## src/rtl/resv_pkg.sv

```systemverilog
package resv_pkg;
  typedef enum logic {
    OP_LOAD_RSV   = 1'b0,
    OP_STORE_COND = 1'b1
  } resv_op_e;
endpackage

```

## src/rtl/resv_tag_eq.sv

```systemverilog
// Granule comparison: equal when the bits above the granule offset match.
module resv_tag_eq #(
  parameter int ADDR_W    = 32,
  parameter int GRAN_BITS = 5,
  localparam int TAG_W    = ADDR_W - GRAN_BITS
) (
  input  logic [ADDR_W-1:0] addr,
  input  logic [TAG_W-1:0]  tag,
  output logic              eq
);
  logic unused_offset;
  assign unused_offset = ^addr[GRAN_BITS-1:0];
  assign eq = (addr[ADDR_W-1:GRAN_BITS] == tag);
endmodule

```

## src/rtl/resv_snoop_match.sv

```systemverilog
// Any valid snoop port that falls inside the given granule.
module resv_snoop_match #(
  parameter int ADDR_W    = 32,
  parameter int GRAN_BITS = 5,
  parameter int N_SNP     = 2,
  localparam int TAG_W    = ADDR_W - GRAN_BITS
) (
  input  logic [N_SNP-1:0]             snp_valid,
  input  logic [N_SNP-1:0][ADDR_W-1:0] snp_addr,
  input  logic [TAG_W-1:0]             tag,
  output logic                         hit
);
  logic [N_SNP-1:0] port_eq;
  for (genvar i = 0; i < N_SNP; i++) begin : g_port
    resv_tag_eq #(.ADDR_W(ADDR_W), .GRAN_BITS(GRAN_BITS)) u_eq (
      .addr(snp_addr[i]),
      .tag (tag),
      .eq  (port_eq[i])
    );
  end
  assign hit = |(port_eq & snp_valid);
endmodule

```

## src/rtl/resv_state.sv

```systemverilog
// Reservation register: armed flag plus granule tag.
module resv_state #(
  parameter int TAG_W = 27
) (
  input  logic             clk,
  input  logic             rst_n,
  input  logic             load,
  input  logic             load_arm,
  input  logic [TAG_W-1:0] load_tag,
  input  logic             clear,
  output logic             armed,
  output logic [TAG_W-1:0] tag
);
  always_ff @(posedge clk) begin
    if (!rst_n) begin
      armed <= 1'b0;
      tag   <= '0;
    end else if (load) begin
      armed <= load_arm;
      tag   <= load_tag;
    end else if (clear) begin
      armed <= 1'b0;
    end
  end
endmodule

```

## src/rtl/resv_result.sv

```systemverilog
// Registered store-conditional outcome strobe.
module resv_result (
  input  logic clk,
  input  logic rst_n,
  input  logic sc_fire,
  input  logic sc_ok,
  output logic rsp_valid,
  output logic rsp_pass
);
  always_ff @(posedge clk) begin
    if (!rst_n) begin
      rsp_valid <= 1'b0;
      rsp_pass  <= 1'b0;
    end else begin
      rsp_valid <= sc_fire;
      rsp_pass  <= sc_fire & sc_ok;
    end
  end
endmodule

```

## src/rtl/resv_tracker.sv

```systemverilog
module resv_tracker #(
  parameter int ADDR_W    = 32,
  parameter int GRAN_BITS = 5,
  parameter int N_SNP     = 2
) (
  input  logic                         clk,
  input  logic                         rst_n,
  input  logic                         req_valid,
  output logic                         req_ready,
  input  logic                         req_op,
  input  logic [ADDR_W-1:0]            req_addr,
  input  logic [N_SNP-1:0]             snp_valid,
  input  logic [N_SNP-1:0][ADDR_W-1:0] snp_addr,
  output logic                         rsrv,
  output logic                         rsp_valid,
  output logic                         rsp_pass
);
  import resv_pkg::*;
  localparam int TAG_W = ADDR_W - GRAN_BITS;

  logic             ready_q;
  logic             armed;
  logic [TAG_W-1:0] cur_tag;
  logic [TAG_W-1:0] req_tag;
  logic             req_in_granule;
  logic             snp_hit_cur;
  logic             snp_hit_req;
  logic             take;
  logic             is_lr;
  logic             is_sc;
  resv_op_e         op;

  always_ff @(posedge clk) begin
    if (!rst_n) ready_q <= 1'b0;
    else        ready_q <= 1'b1;
  end
  assign req_ready = ready_q;

  assign op      = resv_op_e'(req_op);
  assign take    = req_valid & req_ready;
  assign is_lr   = take & (op == OP_LOAD_RSV);
  assign is_sc   = take & (op == OP_STORE_COND);
  assign req_tag = req_addr[ADDR_W-1:GRAN_BITS];

  resv_tag_eq #(.ADDR_W(ADDR_W), .GRAN_BITS(GRAN_BITS)) u_req_eq (
    .addr(req_addr),
    .tag (cur_tag),
    .eq  (req_in_granule)
  );

  // Snoops against the stored granule.
  resv_snoop_match #(.ADDR_W(ADDR_W), .GRAN_BITS(GRAN_BITS), .N_SNP(N_SNP)) u_snp_cur (
    .snp_valid(snp_valid),
    .snp_addr (snp_addr),
    .tag      (cur_tag),
    .hit      (snp_hit_cur)
  );

  // Snoops against the granule a load-and-reserve is arming.
  resv_snoop_match #(.ADDR_W(ADDR_W), .GRAN_BITS(GRAN_BITS), .N_SNP(N_SNP)) u_snp_req (
    .snp_valid(snp_valid),
    .snp_addr (snp_addr),
    .tag      (req_tag),
    .hit      (snp_hit_req)
  );

  resv_state #(.TAG_W(TAG_W)) u_state (
    .clk     (clk),
    .rst_n   (rst_n),
    .load    (is_lr),
    .load_arm(~snp_hit_req),
    .load_tag(req_tag),
    .clear   (is_sc | snp_hit_cur),
    .armed   (armed),
    .tag     (cur_tag)
  );

  resv_result u_result (
    .clk      (clk),
    .rst_n    (rst_n),
    .sc_fire  (is_sc),
    .sc_ok    (armed & req_in_granule & ~snp_hit_cur),
    .rsp_valid(rsp_valid),
    .rsp_pass (rsp_pass)
  );

  assign rsrv = armed;
endmodule

```

## config.mk

```make
export PLATFORM = sky130hd
export DESIGN_NAME = resv_tracker
export DESIGN_NICKNAME = d
export VERILOG_FILES = /design/src/rtl/resv_pkg.sv /design/src/rtl/resv_tag_eq.sv /design/src/rtl/resv_snoop_match.sv /design/src/rtl/resv_state.sv /design/src/rtl/resv_result.sv /design/src/rtl/resv_tracker.sv
export SDC_FILE = /design/constraint.sdc
export NUM_CORES = 1
export LEC_CHECK = 0
export BUFFER_PORTS_ARGS = -buffer_cell sky130_fd_sc_hd__buf_2
export CAP_MARGIN = 20
export CELL_PAD_IN_SITES_DETAIL_PLACEMENT = 1
export CELL_PAD_IN_SITES_GLOBAL_PLACEMENT = 2
export CORE_AREA = 2 2 105 107
export CTS_BUF_LIST = sky130_fd_sc_hd__clkbuf_8
export CTS_CLUSTER_SIZE = 25
export DETAILED_ROUTE_END_ITERATION = 8
export DIE_AREA = 0 0 107 109
export GPL_TIMING_DRIVEN = 0
export MAX_ROUTING_LAYER = met4
export PLACE_DENSITY = 0.73
export SYNTH_ARGS = -nofsm -noshare
export SYNTH_HDL_FRONTEND = slang
export SYNTH_HIERARCHICAL = 1
export SYNTH_SLANG_ARGS = --single-unit
```

## constraint.sdc

```tcl
create_clock -name clk -period 1.66 [get_ports clk]
set_input_delay 0.249 -clock clk [delete_from_list [all_inputs] [get_ports clk]]
set_output_delay 0.249 -clock clk [all_outputs]
set_load 0.02 [all_outputs]
```

==> flow_summary.toml, run 1 <==
[finish]
antennaDiodeCount = 0
final_cell_mix = "buf_2, xor2_1, xnor2_1, mux2i_1, nor2b_1"
syn_to_final_growth_pct = 30.03
drive_gt1_frac = 0.3211
layout.nets = 481
final_core_util = 0.3296
mostFrequentLayoutCell = "buf_2"
fill_cells = 1250

[drt]
drt-wirelength-per-cell_microns = 16.08
drt_pass1_iterations = 4
drt_iter0_drc = 39
drc = 0
drt-total-wl_microns = 8363
viasPerCell = 4.444
via_count = 2311
postRouteAntennaNets = 0

[pwr]
p_per_area_mw_per_mm2 = 631.7
p_sw_frac = 0.3009
leakagePower_nw = 1.404
power.switching_uw = 664.2
power_frac_comb = 0.269
pwr-share-seq = 0.365
clkPwrFrac = 0.366
peakVddDrop_mv = 0.2394
internal-power_mw = 1.543

[placed_design]
place.gp.congestion = 0.8198
place_hpwl_microns = 6881
port-buffer-count = 90

[global_route]
grt_usage = 0.1513
antenna_found_initial = 0
met2_usage = 0.2530
grt_max_degree = 11
overflow = 0
grtUsageMet3 = 0.02271
grt.busiest_layer = "met2"
grt_first_pass_wirelength_microns = 12900
grt_pass1_vias = 2467
use_met1 = 0.1922

[clock_tree]
cts_sinks = 31
cts_tree = "done"
root_buffer = "clkbuf_8"
worstSkewPairLatency_ns = 0.29
cts_hold_buf = 0
cts_buffers = 5
path_clk_slew_ns = 0.07
post_cts_buffers = 0
cts_max_path_buffers = 2
htreeDepth = 2

[timing]
rsz0062_at_grt = "yes"
finalSetupViolations = 2
clock_skew_ns = 0.009340
tightest_slew_ns = 0.5719
drv_slew = 0
slew_headroom = 0.6187
fin_hold_ws_ns = 0.1167
max_freq_ghz = 0.5104
hold_viol = 0
final.period_utilization = 1.180
fin_setup_tns_ns = -0.5984
finalWorstSetupSlack_ns = -0.2994
period_minus_slack_ns = 1.959

[floorplan]
core_sq_mm = 0.01060
num_rows = 38
dieHeight_microns = 109
io-pin-count = 106
die_x_microns = 107
initial_core_util = 0.2535
die-area_sq_mm = 0.01166

[status]
failed_checks = "negative setup slack"
status = "finished, violations left"

[worst_setup_path]
r2r_end = "u_result/rsp_pass"
critPathKind = "register to register"
endpoint_kind = "register"
crit_start = "u_state/tag[24]"
crit_required_ns = 1.84
reg2regPathDepth = 7
crit_path_max_fanout = 4
r2r_start = "u_state/tag[24]"
startpoint_type = "register"
cp-endpoint = "u_result/rsp_pass"
rrSetupSlack_ns = -0.30
arrival_ns = 2.14

[min_path]
holdPathStages = 1
hp-class = "primary input to register"

[yosys]
syn_avg_cell_area_sq_um = 9.530
postSynthNetCount = 384
ys_ff_latch = 31
synth_cell_types = 22
synth.yosys.seq_area_share = 0.2309
syn_area_sq_mm = 0.002688
synthTopCellsByArea = "xor2_1, dfxtp_1, xnor2_1, mux2i_1, nor2b_1"
synth_top_cell_by_area = "xor2_1"
netlist_instances = 282
synth_top_area_share = 0.2607
synth_warnings = 6

[flow_run]
cap_violations = 0
==> cells in the mapped netlist, drive strengths merged <==
master	count
and3b	2
buf	3
a31o	2
clkbuf	3
inv	1
nor4bb	1
nand4	15
and3	2
mux2i	27
xnor2	55
nand3	5
nor2b	27
dfxtp	31
nor4	25
a22o	2
xor2	80
and2	1
==> layout make-up <==
cell class | count | area (sq um) | share of cell area
multi-input cells | 244 | 2064 | 0.5908
flip-flops and latches | 31 | 630.6 | 0.1805
repair buffers | 90 | 450.4 | 0.1289
well taps | 140 | 175.2 | 0.05013
clock buffers | 6 | 82.58 | 0.02363
plain buffers | 6 | 52.55 | 0.01504
clock inverters | 2 | 35.03 | 0.01003
inverters | 1 | 3.754 | 0.001074
==> repair_timing <==
action	CTS	global route
endpoints found under the setup margin	2	2
gates resized for setup	9	6
pin swaps	4	2
==> state kept, by name, indices dropped and copies added, names as in the netlist <==
register and cells:
req_ready 1, u_result/rsp_pass 1, u_result/rsp_valid 1, u_state/armed 1
u_state/tag 27
==> worst min path at each step <==
| stage | slack [ns] | from | endpoint |
|---|---|---|---|
| floorplan | 0.28 | rst_n | req_ready |
| global placement | 0.41 | rst_n | req_ready |
| detailed placement | 0.41 | rst_n | req_ready |
| CTS | 0.11 | rst_n | req_ready |
| global route | 0.11 | rst_n | req_ready |
| finish | 0.12 | rst_n | req_ready |
==> per-layer routing <==
metal / share of wire / up-vias / wire length (microns)
met4: 0.011 / 0 / 95
met2: 0.48 / 44 / 4041
met1: 0.48 / 1094 / 3990
li1: - / 1167 / -
met3: 0.028 / 6 / 235
met5: 0 / - / 0
==> power groups by stage <==
| stage | sequential (mW) | combinational (mW) | clock, mW |
|---|---|---|---|
| floorplan | 0.819 | 0.311 | 0 |
| global placement | 0.821 | 0.571 | 0 |
| detailed placement | 0.823 | 0.580 | 0 |
| CTS | 0.806 | 0.593 | 0.834 |
| global route | 0.810 | 0.650 | 0.862 |
| finish | 0.805 | 0.593 | 0.809 |
==> kinds of logic after synthesis <==
logic type / share of synthesized area
buf+inv: 0.02095
flops: 0.2309
xor+xnor: 0.4399
mux: 0.1006
compound gates: 0.01304
simple gates: 0.1946
==> critical path, cell delays in order (launching register included) <==
cell and delay, ns:
dfxtp_2 0.35, xor2_1 0.17, nor4_2 0.35, nand4_1 0.23
nor4_2 0.18, a22o_1 0.22, and3b_1 0.20, and3_1 0.14
==> stage by stage <==
step | instances | cell area, sq um | total power [mW] | setup WS, ns
detailed placement | 512 | 3313 | 1.403 | -0.4581
floorplan | 282 | 2688 | 1.130 | 0.06947
global route | 520 | 3495 | 2.322 | -0.3759
finish | 520 | 3495 | 2.207 | -0.2994
global placement | 512 | 3313 | 1.392 | -0.4415
CTS | 520 | 3467 | 2.233 | -0.2992
Note: power is estimated with default switching activity, not from simulation.
==> inputs of run 2 (changes only) <==
--- a/config.mk
+++ b/config.mk
@@ -17,6 +17,7 @@
 export GPL_TIMING_DRIVEN = 0
 export MAX_ROUTING_LAYER = met4
 export PLACE_DENSITY = 0.73
+export RECOVER_POWER = 25
 export SYNTH_ARGS = -nofsm -noshare
 export SYNTH_HDL_FRONTEND = slang
 export SYNTH_HIERARCHICAL = 1
==> constraint.sdc (replaced) <==
create_clock -name clk -period 1.66 [get_ports clk]
set_input_delay 0.166 -clock clk [delete_from_list [all_inputs] [get_ports clk]]
set_output_delay 0.166 -clock clk [all_outputs]
set_load 0.02 [all_outputs]
==> run 2 against run 1 <==
Setup slack improved by 0.00094 ns; first-iteration DRC count down 2.6%; the flow still finishes with violations (negative setup slack); design area down 0.14%; total power about the same; maximum frequency about the same; critical path type unchanged; count of clock-buffer cells in the layout did not move; routed wire length about the same.
==> flow_summary.toml, run 2 (synthesis results as in run 1) <==
[timing]
max_freq_ghz = 0.5106
finalSetupViolations = 2
tightest_slew_ns = 0.5720
finalWorstSetupSlack_ns = -0.2984
fin_setup_tns_ns = -0.5965
slew_headroom = 0.6187
clock_skew_ns = 0.009111
final.period_utilization = 1.180
period_minus_slack_ns = 1.958
drv_slew = 0
rsz0062_at_grt = "yes"
hold_viol = 0

[placed_design]
place_hpwl_microns = 6881
dpl_cell_area_sq_mm = 0.003313
port-buffer-count = 90
place.gp.congestion = 0.8198

[finish]
syn_to_final_growth_pct = 29.84
drive_gt1_frac = 0.3105
largest-register = "u_state/tag"
largest_register_ffs = 27
final_cell_mix = "buf_2, xor2_1, xnor2_1, mux2i_1, nor2b_1"
mostFrequentLayoutCell = "buf_2"
layout.nets = 481
antennaDiodeCount = 0
final_cell_area_sq_mm = 0.003490

[clock_tree]
path_clk_slew_ns = 0.08
post_cts_buffers = 0
worstSkewPairLatency_ns = 0.29
htreeDepth = 2
cts_buffers = 5
cts_tree = "done"
cts_max_path_buffers = 2
root_buffer = "clkbuf_8"
cts_sinks = 31
cts_hold_buf = 0

[drt]
drt-total-wl_microns = 8358
drt_pass1_iterations = 4
postRouteAntennaNets = 0
drc = 0
drt-wirelength-per-cell_microns = 16.07
via_count = 2311
viasPerCell = 4.444
drt_iter0_drc = 38

[min_path]
hold_start = "rst_n"
hp-class = "primary input to register"

[worst_setup_path]
cp_slowest_stage_delay_ns = 0.35
crit_required_ns = 1.85
crit_chain = "xor2_1, nor4_2, nand4_1, nor4_2, a22o_1, a31o_1, nor4bb_1, a31o_1"
startpoint_type = "register"
endpoint_kind = "register"
crit_start = "u_state/tag[24]"
crit_path_max_fanout = 4
critPathKind = "register to register"
r2r_start = "u_state/tag[24]"
arrival_ns = 2.15
critPathSlowestCell = "dfxtp_2"

[pwr]
peakVddDrop_mv = 0.2394
p_per_area_mw_per_mm2 = 632.2
leakagePower_nw = 1.389

[flow_run]
cap_violations = 0

[global_route]
overflow = 0
grt_max_degree = 11
antenna_found_initial = 0
grt_usage = 0.1513
grt_first_pass_wirelength_microns = 12900
grt_pass1_vias = 2467

[status]
status = "finished, violations left"
failed_checks = "negative setup slack"

[floorplan]
dieHeight_microns = 109
num_rows = 38
die_x_microns = 107
io-pin-count = 106
initial_core_util = 0.2535
die-area_sq_mm = 0.01166
core_sq_mm = 0.01060
run 2: changes by cell type in the layout (fill, tap and decap cells not counted), sizes merged:
cell and change:
clkbuf +4, buf -4
run 2: timing repair:
action                                  4_1_cts  5_1_grt
cloned                                        0        0
endpoints found under the setup margin        2        2
pin swaps                                     4        2
resized for setup                             9        6
run 2: path summary, 6_finish.rpt:
| check | cells past startpoint | end | slack, ns |
|---|---|---|---|
| setup / recovery | 8 | u_state/armed | -0.30 |
| hold / removal | 1 | req_ready | 0.07 |
| setup reg to reg | 8 | u_state/armed | -0.30 |
| hold reg to reg | 2 | u_state/tag[13] | 0.57 |
run 2: area by class of cell:
type                            count  area (sq um)
Fill cell                        1253          7113
Multi-Input combinational cell    244          2064
Sequential cell                    31         630.6
Timing Repair Buffer               90         445.4
Tap cell                          140         175.2
Clock buffer                        6         82.58
Buffer                              6         52.55
Clock inverter                      2         35.03
Inverter                            1         3.754
run 2: worst max-delay path, delay by kind of cell, from the launching register on:
family,cells,cell delay (ns)
and+or+nand+nor,4,0.81
AOI/OAI and AO/OA,3,0.51
DFF,1,0.35
xor gates and xnor gates,1,0.17
run 2: per-stage QoR:
| step | hold slack (ns) | std cells | worst slack [ns] | total power [mW] | utilization |
|---|---|---|---|---|---|
| global route | 0.07197 | 520 | -0.3759 | 2.321 | 0.3291 |
| floorplan | 0.1937 | 282 | 0.06947 | 1.130 | - |
| finish | 0.06676 | 520 | -0.2984 | 2.206 | 0.3291 |
| detailed placement | 0.3297 | 512 | -0.4581 | 1.403 | 0.3125 |
| global placement | 0.3285 | 512 | -0.4257 | 1.392 | 0.3125 |
| CTS | 0.02533 | 520 | -0.2992 | 2.233 | 0.3270 |
run 2: power by group:
group / total, mW / switching (mW) / internal [mW]
registers: 0.805 / 0.0365 / 0.769
clock network: 0.808 / 0.322 / 0.486
logic: 0.592 / 0.305 / 0.288
total: 2.21 / 0.664 / 1.54
run 2: metal layers:
metal,vias to the layer above,track usage,share of wire
met5,-,-,0
met4,0,0.03896,0.011
met3,6,0.02271,0.029
met2,44,0.2530,0.48
met1,1094,0.1922,0.48
li1,1167,-,-
==> inputs of run 3 (changes only) <==
--- a/config.mk
+++ b/config.mk
@@ -16,7 +16,7 @@
 export DIE_AREA = 0 0 107 109
 export GPL_TIMING_DRIVEN = 0
 export MAX_ROUTING_LAYER = met4
-export PLACE_DENSITY = 0.73
+export PLACE_DENSITY_LB_ADDON = 0.3
 export RECOVER_POWER = 25
 export SYNTH_ARGS = -nofsm -noshare
 export SYNTH_HDL_FRONTEND = slang
==> run 3 against run 2 <==
The flow still finishes with violations (negative setup slack); clock skew decreased by 0.0048 ns; register-to-register slack improved by 0.04 ns; count of clock-buffer cells in the layout decreased by 1; total power decreased by 11%; critical endpoint unchanged.
==> flow_summary.toml, run 3 (synthesis results as in run 1) <==
[pwr]
p_total_mw = 1.957
power.switching_uw = 626.3
peakVddDrop_mv = 0.2850
power_frac_comb = 0.306
internal-power_mw = 1.331
clkPwrFrac = 0.283
p_sw_frac = 0.3200
leakagePower_nw = 1.365
p_per_area_mw_per_mm2 = 565.9
pwr-share-seq = 0.412

[worst_setup_path]
crit_required_ns = 1.84
r2r_end = "u_state/armed"
endpoint_kind = "register"
rrSetupSlack_ns = -0.26
r2r_start = "u_state/tag[14]"
startpoint_type = "register"
crit_path_max_fanout = 4
cp-endpoint = "u_state/armed"
arrival_ns = 2.10
reg2regPathDepth = 8
crit_start = "u_state/tag[14]"
critPathKind = "register to register"

[timing]
rsz0062_at_grt = "yes"
final.period_utilization = 1.154
drv_slew = 0
clock_skew_ns = 0.004284
finalSetupViolations = 2
tightest_slew_ns = 0.5065
period_minus_slack_ns = 1.916
fin_setup_tns_ns = -0.4962
slew_headroom = 0.6623
max_freq_ghz = 0.5220
finalWorstSetupSlack_ns = -0.2557
hold_viol = 0

[global_route]
grt_pass1_vias = 2522
antenna_found_initial = 0
overflow = 0
grt_usage = 0.1557
grt_first_pass_wirelength_microns = 13360
grt_max_degree = 11

[placed_design]
dp_slack_ns = -0.4331
port-buffer-count = 90
dpl_cell_area_sq_mm = 0.003313
place.gp.congestion = 0.7854
place_hpwl_microns = 6936

[finish]
syn_to_final_growth_pct = 28.68
drive_gt1_frac = 0.3095
final_cell_area_sq_mm = 0.003458
final_cell_mix = "buf_2, xor2_1, xnor2_1, mux2i_1, nor2b_1"
multi_input_area_sq_mm = 0.002081
fill_cells = 1275
largest_register_ffs = 27
antennaDiodeCount = 0
seq_area_sq_um = 629.4
layout.nets = 481
largest-register = "u_state/tag"
mostFrequentLayoutCell = "buf_2"

[clock_tree]
path_clk_slew_ns = 0.07
htreeDepth = 2
cts_hold_buf = 0
root_buffer = "clkbuf_8"
cts_buffers = 5
worstSkewPairLatency_ns = 0.28
post_cts_buffers = 0
cts_sinks = 31
cts_tree = "done"
cts_max_path_buffers = 2

[min_path]
holdPathStages = 1
hold_start = "rst_n"
hp-class = "primary input to register"

[floorplan]
dieHeight_microns = 109
die-area_sq_mm = 0.01166
core_sq_mm = 0.01060
die_x_microns = 107
io-pin-count = 106
initial_core_util = 0.2535
num_rows = 38

[drt]
via_count = 2295
drt-total-wl_microns = 8453
drc = 0
postRouteAntennaNets = 0
viasPerCell = 4.431
drt_pass1_iterations = 4
drt-wirelength-per-cell_microns = 16.32
drt_iter0_drc = 69

[status]
failed_checks = "negative setup slack"
status = "finished, violations left"

[flow_run]
cap_violations = 0
## run 3: how the worst min path moves through the flow
stage,endpoint
floorplan,req_ready
global placement,req_ready
detailed placement,req_ready
CTS,req_ready
global route,req_ready
finish,req_ready
## run 3: layout make-up
| type | count | share of cell area |
|---|---|---|
| Clock buffer | 5 | 0.01990 |
| Clock inverter | 1 | 0.001085 |
| Tap cell | 140 | 0.05065 |
| Inverter | 1 | 0.001085 |
| Buffer | 6 | 0.01520 |
| Multi-Input combinational cell | 244 | 0.6017 |
| Sequential cell | 31 | 0.1820 |
| Timing Repair Buffer | 90 | 0.1284 |
## run 3: per-layer routing
layer	global-route usage	wire length, microns	up-vias
li1	-	-	1159
met1	0.2028	4025	1081
met2	0.2552	4060	49
met3	0.02570	278	6
met4	0.03432	89	0
met5	-	0	-
## run 3: stage by stage
| step | util | hold slack [ns] | std cells |
|---|---|---|---|
| finish | 0.3262 | 0.07189 | 518 |
| global route | 0.3262 | 0.06480 | 518 |
| CTS | 0.3243 | 0.03599 | 518 |
| detailed placement | 0.3125 | 0.3327 | 512 |
| global placement | 0.3125 | 0.3270 | 512 |
| floorplan | - | 0.1937 | 282 |
## run 3: power groups by stage
| stage | Sequential (mW) | Combinational, mW | Clock (mW) |
|---|---|---|---|
| 2_1_floorplan | 0.819 | 0.311 | 0 |
| 3_3_place_gp | 0.822 | 0.572 | 0 |
| 3_5_place_dp | 0.823 | 0.581 | 0 |
| 4_1_cts | 0.806 | 0.596 | 0.580 |
| 5_1_grt | 0.809 | 0.660 | 0.619 |
| 6_report | 0.805 | 0.598 | 0.553 |
## run 3: repair_timing
action	4_1_cts	5_1_grt
cloned	0	0
setup endpoints to repair	2	2
pin swaps	2	1
gates resized for setup	12	5
hold endpoints to repair	0	0
## run 3: critical path: stages (launching register included)
cell	delay, ns
dfxtp_1	0.36
xor2_1	0.19
nor4_2	0.32
nand4_1	0.21
nor4_2	0.19
a22o_1	0.22
a31o_1	0.11
nor4bb_1	0.04
a31o_1	0.18
